`src/rtl/rxq_pkg.sv`:
```
package rxq_pkg;
  // Kind of storage write performed in a cycle
  typedef enum logic [1:0] {
    WR_NONE      = 2'd0,
    WR_APPEND    = 2'd1,
    WR_OVERWRITE = 2'd2
  } wr_kind_e;
endpackage

```
`src/rtl/rxq_store.sv`:
```
// Slot memory: synchronous write, asynchronous read (distributed RAM)
module rxq_store #(
  parameter int DEPTH = 4,
  parameter int WIDTH = 8,
  localparam int AW = (DEPTH > 1) ? $clog2(DEPTH) : 1
) (
  input  logic             clk,
  input  logic             we,
  input  logic [AW-1:0]    waddr,
  input  logic [WIDTH-1:0] wdata,
  input  logic [AW-1:0]    raddr,
  output logic [WIDTH-1:0] rdata
);
  logic [WIDTH-1:0] mem [DEPTH];

  always_ff @(posedge clk) begin
    if (we) mem[waddr] <= wdata;
  end

  assign rdata = mem[raddr];
endmodule

```
`src/rtl/rxq_ctrl.sv`:
```
// Pointer, occupancy and flag control for the receive queue
module rxq_ctrl
  import rxq_pkg::*;
#(
  parameter int DEPTH = 4,
  localparam int AW = (DEPTH > 1) ? $clog2(DEPTH) : 1,
  localparam int CW = $clog2(DEPTH + 1)
) (
  input  logic          clk,
  input  logic          rst,
  input  logic          rx_en,
  input  logic          push_vld,
  input  logic          brk_evt,
  input  logic          pop,
  input  logic          flush,
  output logic          wr_en,
  output logic [AW-1:0] wr_addr,
  output logic [AW-1:0] rd_addr,
  output logic [CW-1:0] count,
  output logic          rdy,
  output logic          full,
  output logic          brk_det
);
  localparam logic [CW-1:0] CNT_MAX = CW'(DEPTH);

  logic [AW-1:0] rd_q, wr_q;
  logic [CW-1:0] cnt_q, cnt_nxt;
  logic          rdy_q, full_q, brk_q;
  logic          pop_ok, push_ok, append;
  wr_kind_e      kind;

  // A pop needs a stored byte; flush overrides all traffic
  assign pop_ok  = pop & rdy_q & ~flush;
  assign push_ok = push_vld & rx_en & ~full_q & ~brk_evt & ~flush;

  always_comb begin
    kind = WR_NONE;
    if (!flush) begin
      if (brk_evt)
        kind = (full_q && !pop_ok) ? WR_OVERWRITE : WR_APPEND;
      else if (push_ok)
        kind = WR_APPEND;
    end
  end

  assign append  = (kind == WR_APPEND);
  assign wr_en   = (kind != WR_NONE);
  assign wr_addr = (kind == WR_OVERWRITE) ? (wr_q - AW'(1)) : wr_q;
  assign rd_addr = rd_q;

  assign cnt_nxt = cnt_q + CW'(append) - CW'(pop_ok);

  always_ff @(posedge clk) begin
    if (rst || flush) begin
      rd_q   <= '0;
      wr_q   <= '0;
      cnt_q  <= '0;
      rdy_q  <= 1'b0;
      full_q <= 1'b0;
    end else begin
      if (pop_ok) rd_q <= rd_q + AW'(1);
      if (append) wr_q <= wr_q + AW'(1);
      cnt_q  <= cnt_nxt;
      rdy_q  <= (cnt_nxt != '0);
      full_q <= (cnt_nxt == CNT_MAX);
    end
  end

  always_ff @(posedge clk) begin
    if (rst) brk_q <= 1'b0;
    else     brk_q <= brk_evt;
  end

  assign count   = cnt_q;
  assign rdy     = rdy_q;
  assign full    = full_q;
  assign brk_det = brk_q;
endmodule

```
`src/rtl/uart_rx_queue.sv`:
```
// UART receive byte queue: top level
module uart_rx_queue #(
  parameter int DEPTH = 4,
  parameter int WIDTH = 8,
  localparam int AW = (DEPTH > 1) ? $clog2(DEPTH) : 1,
  localparam int CW = $clog2(DEPTH + 1)
) (
  input  logic             clk,
  input  logic             rst,
  input  logic             rx_en,
  input  logic             push_vld,
  input  logic [WIDTH-1:0] push_data,
  input  logic             brk_evt,
  input  logic             pop,
  input  logic             flush,
  output logic [WIDTH-1:0] head_data,
  output logic [CW-1:0]    count,
  output logic             rdy,
  output logic             full,
  output logic             can_accept,
  output logic             brk_det
);
  logic          wr_en;
  logic [AW-1:0] wr_addr, rd_addr;
  logic [WIDTH-1:0] wdata, rdata;

  // A break is stored as an all-zero byte
  assign wdata = brk_evt ? '0 : push_data;

  rxq_ctrl #(.DEPTH(DEPTH)) u_ctrl (
    .clk      (clk),
    .rst      (rst),
    .rx_en    (rx_en),
    .push_vld (push_vld),
    .brk_evt  (brk_evt),
    .pop      (pop),
    .flush    (flush),
    .wr_en    (wr_en),
    .wr_addr  (wr_addr),
    .rd_addr  (rd_addr),
    .count    (count),
    .rdy      (rdy),
    .full     (full),
    .brk_det  (brk_det)
  );

  rxq_store #(.DEPTH(DEPTH), .WIDTH(WIDTH)) u_store (
    .clk   (clk),
    .we    (wr_en),
    .waddr (wr_addr),
    .wdata (wdata),
    .raddr (rd_addr),
    .rdata (rdata)
  );

  assign head_data  = rdy ? rdata : '0;
  assign can_accept = rx_en & ~full;
endmodule

```
`config.mk`:
```
export PLATFORM = sky130hd
export DESIGN_NAME = uart_rx_queue
export DESIGN_NICKNAME = d
export VERILOG_FILES = /design/src/rtl/rxq_pkg.sv /design/src/rtl/rxq_store.sv /design/src/rtl/rxq_ctrl.sv /design/src/rtl/uart_rx_queue.sv
export SDC_FILE = /design/constraint.sdc
export NUM_CORES = 1
export LEC_CHECK = 0
export ABC_AREA = 1
export BUFFER_PORTS_ARGS = -buffer_cell sky130_fd_sc_hd__clkbuf_2
export CAP_MARGIN = 20
export CORE_UTILIZATION = 56
export DETAILED_ROUTE_END_ITERATION = 12
export HOLD_SLACK_MARGIN = 0.02
export MAX_ROUTING_LAYER = met4
export PLACE_DENSITY = 0.82
export REMOVE_ABC_BUFFERS = 1
export SLEW_MARGIN = 20
export SYNTH_ARGS = -nofsm -noshare
export SYNTH_HDL_FRONTEND = slang
export SYNTH_HIERARCHICAL = 1
export SYNTH_SLANG_ARGS = --single-unit
```
`constraint.sdc`:
```
create_clock -name clk -period 2.4 [get_ports clk]
set_input_delay 0.12 -clock clk [delete_from_list [all_inputs] [get_ports clk]]
set_output_delay 0.12 -clock clk [all_outputs]
set_load 0.005 [all_outputs]
```
==> results.toml, run 1 <==
[outcome]
status = "complete, no violations"

[logic_synthesis]
yosys-top-cells-area = "edfxtp_1 (47%), inv_1 (13%), nand2_1 (11%), dfxtp_1 (9.7%), nand3_1 (4.4%)"
yosysWarnings = 6
netlist.area_leader.share_pct = 46.60
synth_common_cells = "inv_1 (70), nand2_1 (60), edfxtp_1 (32)"
synth_compound_area_share_pct = 1.578
synth-simple-area-share_pct = 22.39
synth_top_family_by_area = "simple AND/OR/NAND/NOR gates"
ys_seq_area_share_pct = 56.31
yosys.area.top_type = "edfxtp_1"
ys_ff_latch = 42
ys_types = 23
yosys.area_share.adder_pct = 2.184
syn_area_mm2 = 0.002062
synth_area_per_cell_um2 = 8.664
synth_xor_area_share_pct = 1.699
ys.flop_type = "edfxtp_1"
yosys-mux-area-fraction_pct = 0
synth_edf_count = 32
synth_async_sr_flop_share_pct = 0
synth_cells = 238
yosysMostFrequentCell = "inv_1"

[setup_path]
cp_top_family = "adder cells"
crit_type = "reg -> reg"
cp_slowest_cell = "fa_2"
worstPathCellList = "inv_1 > nand3_1 > nand2_2 > nand3_4 > ha_4 > inv_1 > ha_1 > fa_2 > xor2_1 > nand2_1 > nand2_1 > nand2_1 > o21ai_0"
path_common_cell = "nand2_1"
critPathMaxStageDelay_ps = 360
arrival_ps = 2380
critPathLaunchType = "flop"
critPathBufInv = 2
cp-end-kind = "flop"
cp.required_ps = 2580
critical_path.max_fanout = 4

[placement]
place_worst_setup_slack_ps = 193.3
io_buffer_count = 29
gp_congestion = 0.8691
dp_hpwl_um = 2684
place_area_mm2 = 0.002271
place_inst = 315

[finish]
design_area_mm2 = 0.002412
drive_gt1_share_pct = 21.94
instances_no_fill = 324
antenna_cells = 0
area_growth_pct = 16.99
layout.nets = 295
n_fill_cell = 272

[sta]
setup-tns-final_ps = 0
fin_skew_ps = 6.950
relSlewSlack_pct = 73.52
slew_violations = 0
setup_viol = 0
tightestPinTransition_ps = 393.0
final.setup.worst_slack_ps = 196.8
min_period_over_period_pct = 91.80
hold_viol_final = 0
grt_setup_unrepaired = "false"
fmax_ghz = 0.4539
min_period_ps = 2203

[die]
dieArea_mm2 = 0.003929
die_w_um = 62.68
die_y_um = 62.68
rows = 21
num_io_pins = 30
core_area_mm2 = 0.003442
start_util_pct = 59.91

[clock_network]
post_cts_buffers = 0
cts_sinks = 42
worstSkewPairLatency_ps = 290
cts_buffers = 5
h-tree-depth = 2
cts_tree = "yes"
path_clk_slew_ps = 80
cts.root.buffer_cell = "clkbuf_8"
clockBufferDepth = 2

[detailed_routing]
vias = 1482
drt-total-wl_um = 3868
vias_per_cell = 4.574
drt_iter0_drc = 88
route.detailed.drc = 0
postRouteAntennaNets = 0
drt-pass1-iter-count = 5
wl_per_cell_um = 11.94

[worst_hold_path]
hp-class = "in -> reg"

[grt]
grt.overflow.total = 0
grt_pass1_wl_um = 6603
grt_usage_pct = 23.25
grt_max_degree = 17
antenna_found_initial = 0
grt_pass1_vias = 1412

[pwr]
peakVddDrop_mv = 0.4763
power_leakage_nw = 1.246
p_per_area_mw_per_mm2 = 596.4

[job]
maxCapViolCount = 0
==> final timing paths <==
check | start | end | slack [ps] | cells after the start
hold / removal | push_data[0] | u_store/mem[2][0] | 170 | 3
hold reg to reg | u_ctrl/wr_q[1] | u_ctrl/wr_q[1] | 550 | 4
setup reg to reg | u_ctrl/full | u_ctrl/rdy | 200 | 13
setup / recovery | u_ctrl/full | u_ctrl/rdy | 200 | 13
==> layout make-up <==
type | instances | area, µm² | area share, %
repair buffers | 38 | 215.2 | 8.921
clock inverters | 2 | 10.01 | 0.4149
multi-input cells | 118 | 601.8 | 24.95
well taps | 46 | 57.56 | 2.386
flip-flops and latches | 42 | 1161 | 48.13
clock buffers | 6 | 93.84 | 3.890
inverters | 72 | 272.8 | 11.31
==> per-layer routing <==
metal / part of all wire [%] / track usage [%]
met5: 0 / -
met2: 50 / 34.78
met4: 0.93 / 9.884
met3: 3.5 / 5.657
met1: 46 / 30.28
==> power by group <==
| part | total [mW] | switching, mW | internal, mW |
|---|---|---|---|
| Clock | 0.493 | 0.229 | 0.264 |
| Sequential | 0.809 | 0.00774 | 0.801 |
| Combinational | 0.136 | 0.0823 | 0.0541 |
| Total | 1.44 | 0.319 | 1.12 |
==> per-stage QoR <==
| step | hold WS, ps | power, mW | util [%] |
|---|---|---|---|
| finish | 168.3 | 1.439 | 70.08 |
| global route | 176.2 | 1.501 | 70.08 |
| CTS | 159.6 | 1.443 | 69.28 |
| detailed placement | 302.7 | 0.9546 | 65.98 |
| global placement | 297.5 | 0.9483 | 65.98 |
| floorplan | 192.4 | 0.8994 | - |
==> sequential cells by signal, summed over array words and instances (netlist names) <==
name            flops
u_store/mem        32
u_ctrl/count        3
u_ctrl/rd_addr      2
u_ctrl/wr_q         2
u_ctrl/brk_det      1
u_ctrl/full         1
u_ctrl/rdy          1
==> cell families after synthesis <==
group                      Yosys count
AOI/OAI and AO/OA                    6
and+or+nand+nor                    105
adders and majority gates            3
xor gates and xnor gates             4
buffers and inverters               78
DFF                                 42
==> placed cells by master, fill, tap and decap left out, types with 4 or more instances in the layout <==
cell type  Yosys  layout
buf_4          2       8
clkbuf_2       0      29
clkbuf_8       0       5
dfxtp_1       10      10
edfxtp_1      32      32
inv_1         70      70
nand2_1       60      59
nand3_1       18      18
nor2_1        12      11
nor2_2         7       8
nor3_1         4       4
==> worst reg2reg max path, delay by kind of cell, from the launching register on <==
kind                       cells  cell delay (ps)
and+or+nand+nor                6              550
buffers and inverters          2              100
AOI/OAI and AO/OA              1               90
DFF                            1              340
adders and majority gates      3              840
xor gates and xnor gates       1              170
==> what timing repair did <==
action / CTS / global route
hold buffers: 1 / 0
setup endpoints to repair: 0 / 3
resized for setup: 0 / 5
endpoints found under the hold margin: 1 / 0
Note: power is estimated with default switching activity, not from simulation.
==> run 2, diff against run 1 <==
CORE_UTILIZATION = 55   (was 56)
SYNTH_HIERARCHICAL = default   (was 1)
==> results.toml, run 2 <==
[logic_synthesis]
ys_seq_area_share_pct = 63.66
synth_xor_area_share_pct = 1.857
synth_async_sr_flop_share_pct = 0
synth_area_per_cell_um2 = 9.879
netlist.area_leader.share_pct = 50.93
synth_compound_area_share_pct = 8.289
synth_edf_count = 32
synth_cells = 191
yosys-mux-area-fraction_pct = 0
yosysMostFrequentCell = "nor2_1"
synth-simple-area-share_pct = 16.31
ys_types = 21
ys.flop_type = "edfxtp_1"
yosys.area_share.adder_pct = 2.387
ys_ff_latch = 44
yosys-top-cells-area = "edfxtp_1 (51%), dfxtp_1 (13%), nor2_1 (12%), o21ai_0 (4.5%), inv_1 (4.4%)"
yosysWarnings = 0
syn_area_mm2 = 0.001887
yosys.area.top_type = "edfxtp_1"
synth_top_family_by_area = "simple AND/OR/NAND/NOR gates"
synth_common_cells = "nor2_1 (58), edfxtp_1 (32), inv_1 (22)"

[pwr]
p_per_area_mw_per_mm2 = 602.4
swShare_pct = 23.02
pwr-share-seq_pct = 65.3
p_int_mw = 0.9945
p_switching_mw = 0.2974
clock_power_share_pct = 25.5
peakVddDrop_mv = 0.4024
power_leakage_nw = 0.9569
combPwrFrac_pct = 9.2

[sta]
setup-tns-final_ps = 0
relSlewSlack_pct = 58.23
min_period_over_period_pct = 81.59
fmax_ghz = 0.5107
fin_skew_ps = 9.834
hold_viol_final = 0
slew_violations = 0
setup_viol = 0
min_period_ps = 1958
tightestPinTransition_ps = 625.7
final.setup.worst_slack_ps = 441.9
grt_setup_unrepaired = "false"

[setup_path]
cp-end-kind = "output pin"
worstPathCellList = "inv_2 > o21ai_0 > a21oi_1 > clkbuf_2"
critical_path.max_fanout = 17
arrival_ps = 1840
cp_slowest_cell = "dfxtp_1"
cp.required_ps = 2280
critPathLaunchType = "flop"
critPathMaxStageDelay_ps = 740
crit_type = "reg -> out"

[detailed_routing]
drt-pass1-iter-count = 4
vias = 1306
drt_iter0_drc = 40
wl_per_cell_um = 12.51
vias_per_cell = 4.784
postRouteAntennaNets = 0
route.detailed.drc = 0
drt-total-wl_um = 3415

[die]
die_y_um = 60.57
die_w_um = 60.57
rows = 20
start_util_pct = 59.84
num_io_pins = 30
dieArea_mm2 = 0.003669
core_area_mm2 = 0.003153

[clock_network]
h-tree-depth = 2
worstSkewPairLatency_ps = 350
cts.root.buffer_cell = "clkbuf_4"
path_clk_slew_ps = 120
cts_sinks = 44
cts_tree = "yes"
cts_buffers = 5
clockBufferDepth = 2

[finish]
area_growth_pct = 13.66
n_fill_cell = 261
layout_common_cells = "nor2_1 (58), edfxtp_1 (32), clkbuf_2 (29)"
layout_commonest_cell = "nor2_1"
layout.nets = 246
regMostFlops = "u_store.mem"
largest_reg_flops = 32
drive_gt1_share_pct = 20.52
antenna_cells = 0

[grt]
antenna_found_initial = 0
grt_pass1_wl_um = 5437
grt.overflow.total = 0
grt_pass1_vias = 1243
grt_max_degree = 18
grt_usage_pct = 22.46

[outcome]
status = "complete, no violations"

[job]
maxCapViolCount = 0

[placement]
place_worst_setup_slack_ps = 531.5
gp_congestion = 0.8067
dp_hpwl_um = 2406
io_buffer_count = 29

[worst_hold_path]
hp-class = "in -> reg"
-- run 2: metrics by stage --
step                total power [mW]  cells  cell area, µm²  util [%]  hold WS [ps]
finish                         1.292    273            2145     68.02         114.7
global route                   1.343    273            2145     68.02         114.2
CTS                            1.300    273            2145     68.02         99.65
detailed placement            0.9773    264            2085     66.11         300.6
global placement              0.9720    264            2085     66.11         299.6
floorplan                     0.9254    186            1847         -         191.2
-- run 2: timing repair --
action	CTS	global route
hold buffers	1	0
setup buffers	0	0
endpoints found under the hold margin	1	0
resized for setup	0	0
-- run 2: critical path: cells and delay by family, from the launching register on --
family                 cells  cell delay [ps]
AOI/OAI and AO/OA          2              360
buffers and inverters      2              390
DFF                        1              740
-- run 2: power groups by stage --
stage	registers, mW	clock network [mW]	logic, mW
after global placement	0.860	0	0.112
after detailed placement	0.861	0	0.116
final	0.844	0.330	0.118
after floorplan	0.860	0	0.0654
after CTS	0.844	0.337	0.118
after global routing	0.846	0.363	0.135
-- run 2: cell type report --
type / instances / area (µm²) / share of cell area (%)
sequential: 44 / 1201 / 56.01
multi-input combinational: 115 / 544.3 / 25.38
timing repair buffer: 35 / 192.7 / 8.985
inverter: 27 / 101.3 / 4.726
tap: 44 / 55.05 / 2.567
clock buffer: 7 / 45.04 / 2.100
clock inverter: 1 / 5.005 / 0.2334
-- run 2: kinds of logic (layout without fill, tap and decap cells) --
kind of cell    count (synthesis)  after routing
simple gates                   79             79
flops                          44             44
buf+inv                        32             70
compound gates                 29             29
xor+xnor                        4              4
fa+ha+maj                       3              3
-- run 2: worst paths after layout --
check,start,to,slack [ps],cells after the start
setup reg to reg,u_ctrl.rdy,u_ctrl.full,490,10
setup / recovery,flop,head_data[5],440,4
hold / removal,push_data[5],u_store.mem[3][5],110,3
hold reg to reg,u_ctrl.rd_addr[0],u_ctrl.rd_addr[0],490,1
-- run 2: metal layers --
layer  track usage [%]  part of all wire, %
met4             7.792                  1.5
met3             5.757                  4.2
met5                 -                    0
met1             26.44                   47
met2             37.52                   47
==> run 3, diff against run 2 <==
CORE_UTILIZATION = 50   (was 55)
PLACE_DENSITY = 0.79   (was 0.82)
clock period = 1.7 ns   (was 2.4 ns; I/O delays follow)
==> results.toml, run 3 (same netlist as run 2, synthesis figures left out) <==
[setup_path]
crit_type = "reg -> reg"
cp-end-kind = "flop"
cp.required_ps = 1890
critPathLaunchType = "flop"
r2r-start = "u_ctrl.rdy"
critical_path.max_fanout = 2
r2r_slack_ps = 20
r2r_cells = 10
r2r_end = "u_ctrl.rdy"
arrival_ps = 1880

[detailed_routing]
vias = 1382
drt-pass1-iter-count = 4
vias_per_cell = 4.866
drt_iter0_drc = 40
postRouteAntennaNets = 0
drt-total-wl_um = 3411
wl_per_cell_um = 12.01
route.detailed.drc = 0

[pwr]
finalPower_mw = 1.986
peakVddDrop_mv = 0.4691
p_per_area_mw_per_mm2 = 867.2
power_leakage_nw = 1.019

[grt]
grt_max_degree = 17
grt_pass1_vias = 1335
grt.overflow.total = 0
grt_usage_pct = 19.85
antenna_found_initial = 0
grt_pass1_wl_um = 5623

[sta]
setup_viol = 0
fin_skew_ps = 7.978
slew_violations = 0
min_period_over_period_pct = 99.01
fmax_ghz = 0.5941
relSlewSlack_pct = 72.46
grt_setup_unrepaired = "true"
hold_viol_final = 0
tightestPinTransition_ps = 411.6
min_period_ps = 1683

[finish]
layout_commonest_cell = "nor2_1"
layout_common_cells = "nor2_1 (58), edfxtp_1 (32), clkbuf_2 (29)"
drive_gt1_share_pct = 28.99
largest_reg_flops = 32
regMostFlops = "u_store.mem"
design_area_mm2 = 0.002290
antenna_cells = 0
layout.nets = 255
finish.utilization_pct = 66.02
area_growth_pct = 21.35

[clock_network]
cts_tree = "yes"
cts_buffers = 5
h-tree-depth = 2
cts.root.buffer_cell = "clkbuf_8"
worstSkewPairLatency_ps = 290
cts_sinks = 44
path_clk_slew_ps = 80
clockBufferDepth = 2

[die]
dieArea_mm2 = 0.004023
rows = 21
die_y_um = 63.43
start_util_pct = 54.40
die_w_um = 63.43
num_io_pins = 30
core_area_mm2 = 0.003468

[worst_hold_path]
hp-class = "in -> reg"
worstHoldStart = "push_data[2]"
hold_depth = 3
hold_end = "u_store.mem[3][2]"

[placement]
dp_hpwl_um = 2406
place_area_mm2 = 0.002147
io_buffer_count = 29
gp_congestion = 0.8444

[outcome]
status = "complete, no violations"

[job]
maxCapViolCount = 0
## run 3: cell types whose count changed in the layout (fill, tap and decap cells not counted), moves of 2 or more
cell | before | now
inv_1 | 22 | 19
ha_1 | 2 | 0
inv_2 | 4 | 6
buf_4 | 5 | 14
clkbuf_4 | 5 | 0
clkinv_2 | 1 | 3
clkbuf_8 | 0 | 5
clkbuf_1 | 2 | 0
dfxtp_1 | 12 | 9
dfxtp_2 | 0 | 3
ha_4 | 0 | 2
## run 3: final cells by class
| cell class | count | area, µm² |
|---|---|---|
| Sequential cell | 44 | 1205 |
| Fill cell | 283 | 1179 |
| Multi-Input combinational cell | 115 | 579.3 |
| Timing Repair Buffer | 44 | 260.3 |
| Inverter | 27 | 105.1 |
| Clock buffer | 5 | 68.82 |
| Tap cell | 46 | 57.56 |
| Clock inverter | 3 | 13.76 |
## run 3: report_power, final
group	internal (mW)	switching, mW
Clock	0.278	0.322
Combinational	0.0816	0.113
Sequential	1.18	0.0109
Total	1.54	0.446
## run 3: timing repair
action / CTS / global route
pin swaps: 7 / 2
resized for setup: 13 / 1
endpoints found under the hold margin: 1 / 0
setup buffers: 1 / 0
setup endpoints to repair: 3 / 5
hold buffers: 1 / 0
## run 3: worst max-delay path, stage by stage (launching register included)
cell     delay (ps)
dfxtp_2         340
nand3_2          70
inv_2            80
ha_4            200
inv_4            50
ha_4            120
inv_2            30
fa_2            540
nand2_2          60
nand2_1          50
nand2_1          50
## run 3: per-layer routing
layer / up-vias / track usage (%) / part of all wire, %
met5: - / - / 0
li1: 705 / - / -
met1: 628 / 19.57 / 42
met3: 9 / 4.710 / 4.7
met2: 40 / 35.37 / 50
met4: 0 / 11.08 / 2.7
## run 3: how the worst max path moves through the flow
stage	startpoint	to	depth (start not counted)
5_1_grt	u_ctrl.rdy	u_ctrl.rdy	10
3_5_place_dp	u_ctrl.rdy	u_ctrl.full	10
2_1_floorplan	u_ctrl.rdy	u_ctrl.rdy	10
3_3_place_gp	u_ctrl.rdy	u_ctrl.rdy	10
6_report	u_ctrl.rdy	u_ctrl.rdy	10
4_1_cts	u_ctrl.rdy	u_ctrl.rdy	10
## run 3: stage by stage
| stage | TNS, ps | hold WS [ps] | instances | setup WS, ps |
|---|---|---|---|---|
| floorplan | -145.3 | 156.2 | 186 | -56.01 |
| global placement | -16.09 | 260.3 | 274 | -14.75 |
| detailed placement | -182.8 | 266.8 | 274 | -71.19 |
| CTS | 0 | 127.9 | 284 | 1.348 |
| global route | -151.2 | 146.4 | 284 | -85.76 |
| finish | 0 | 140.6 | 284 | 16.90 |
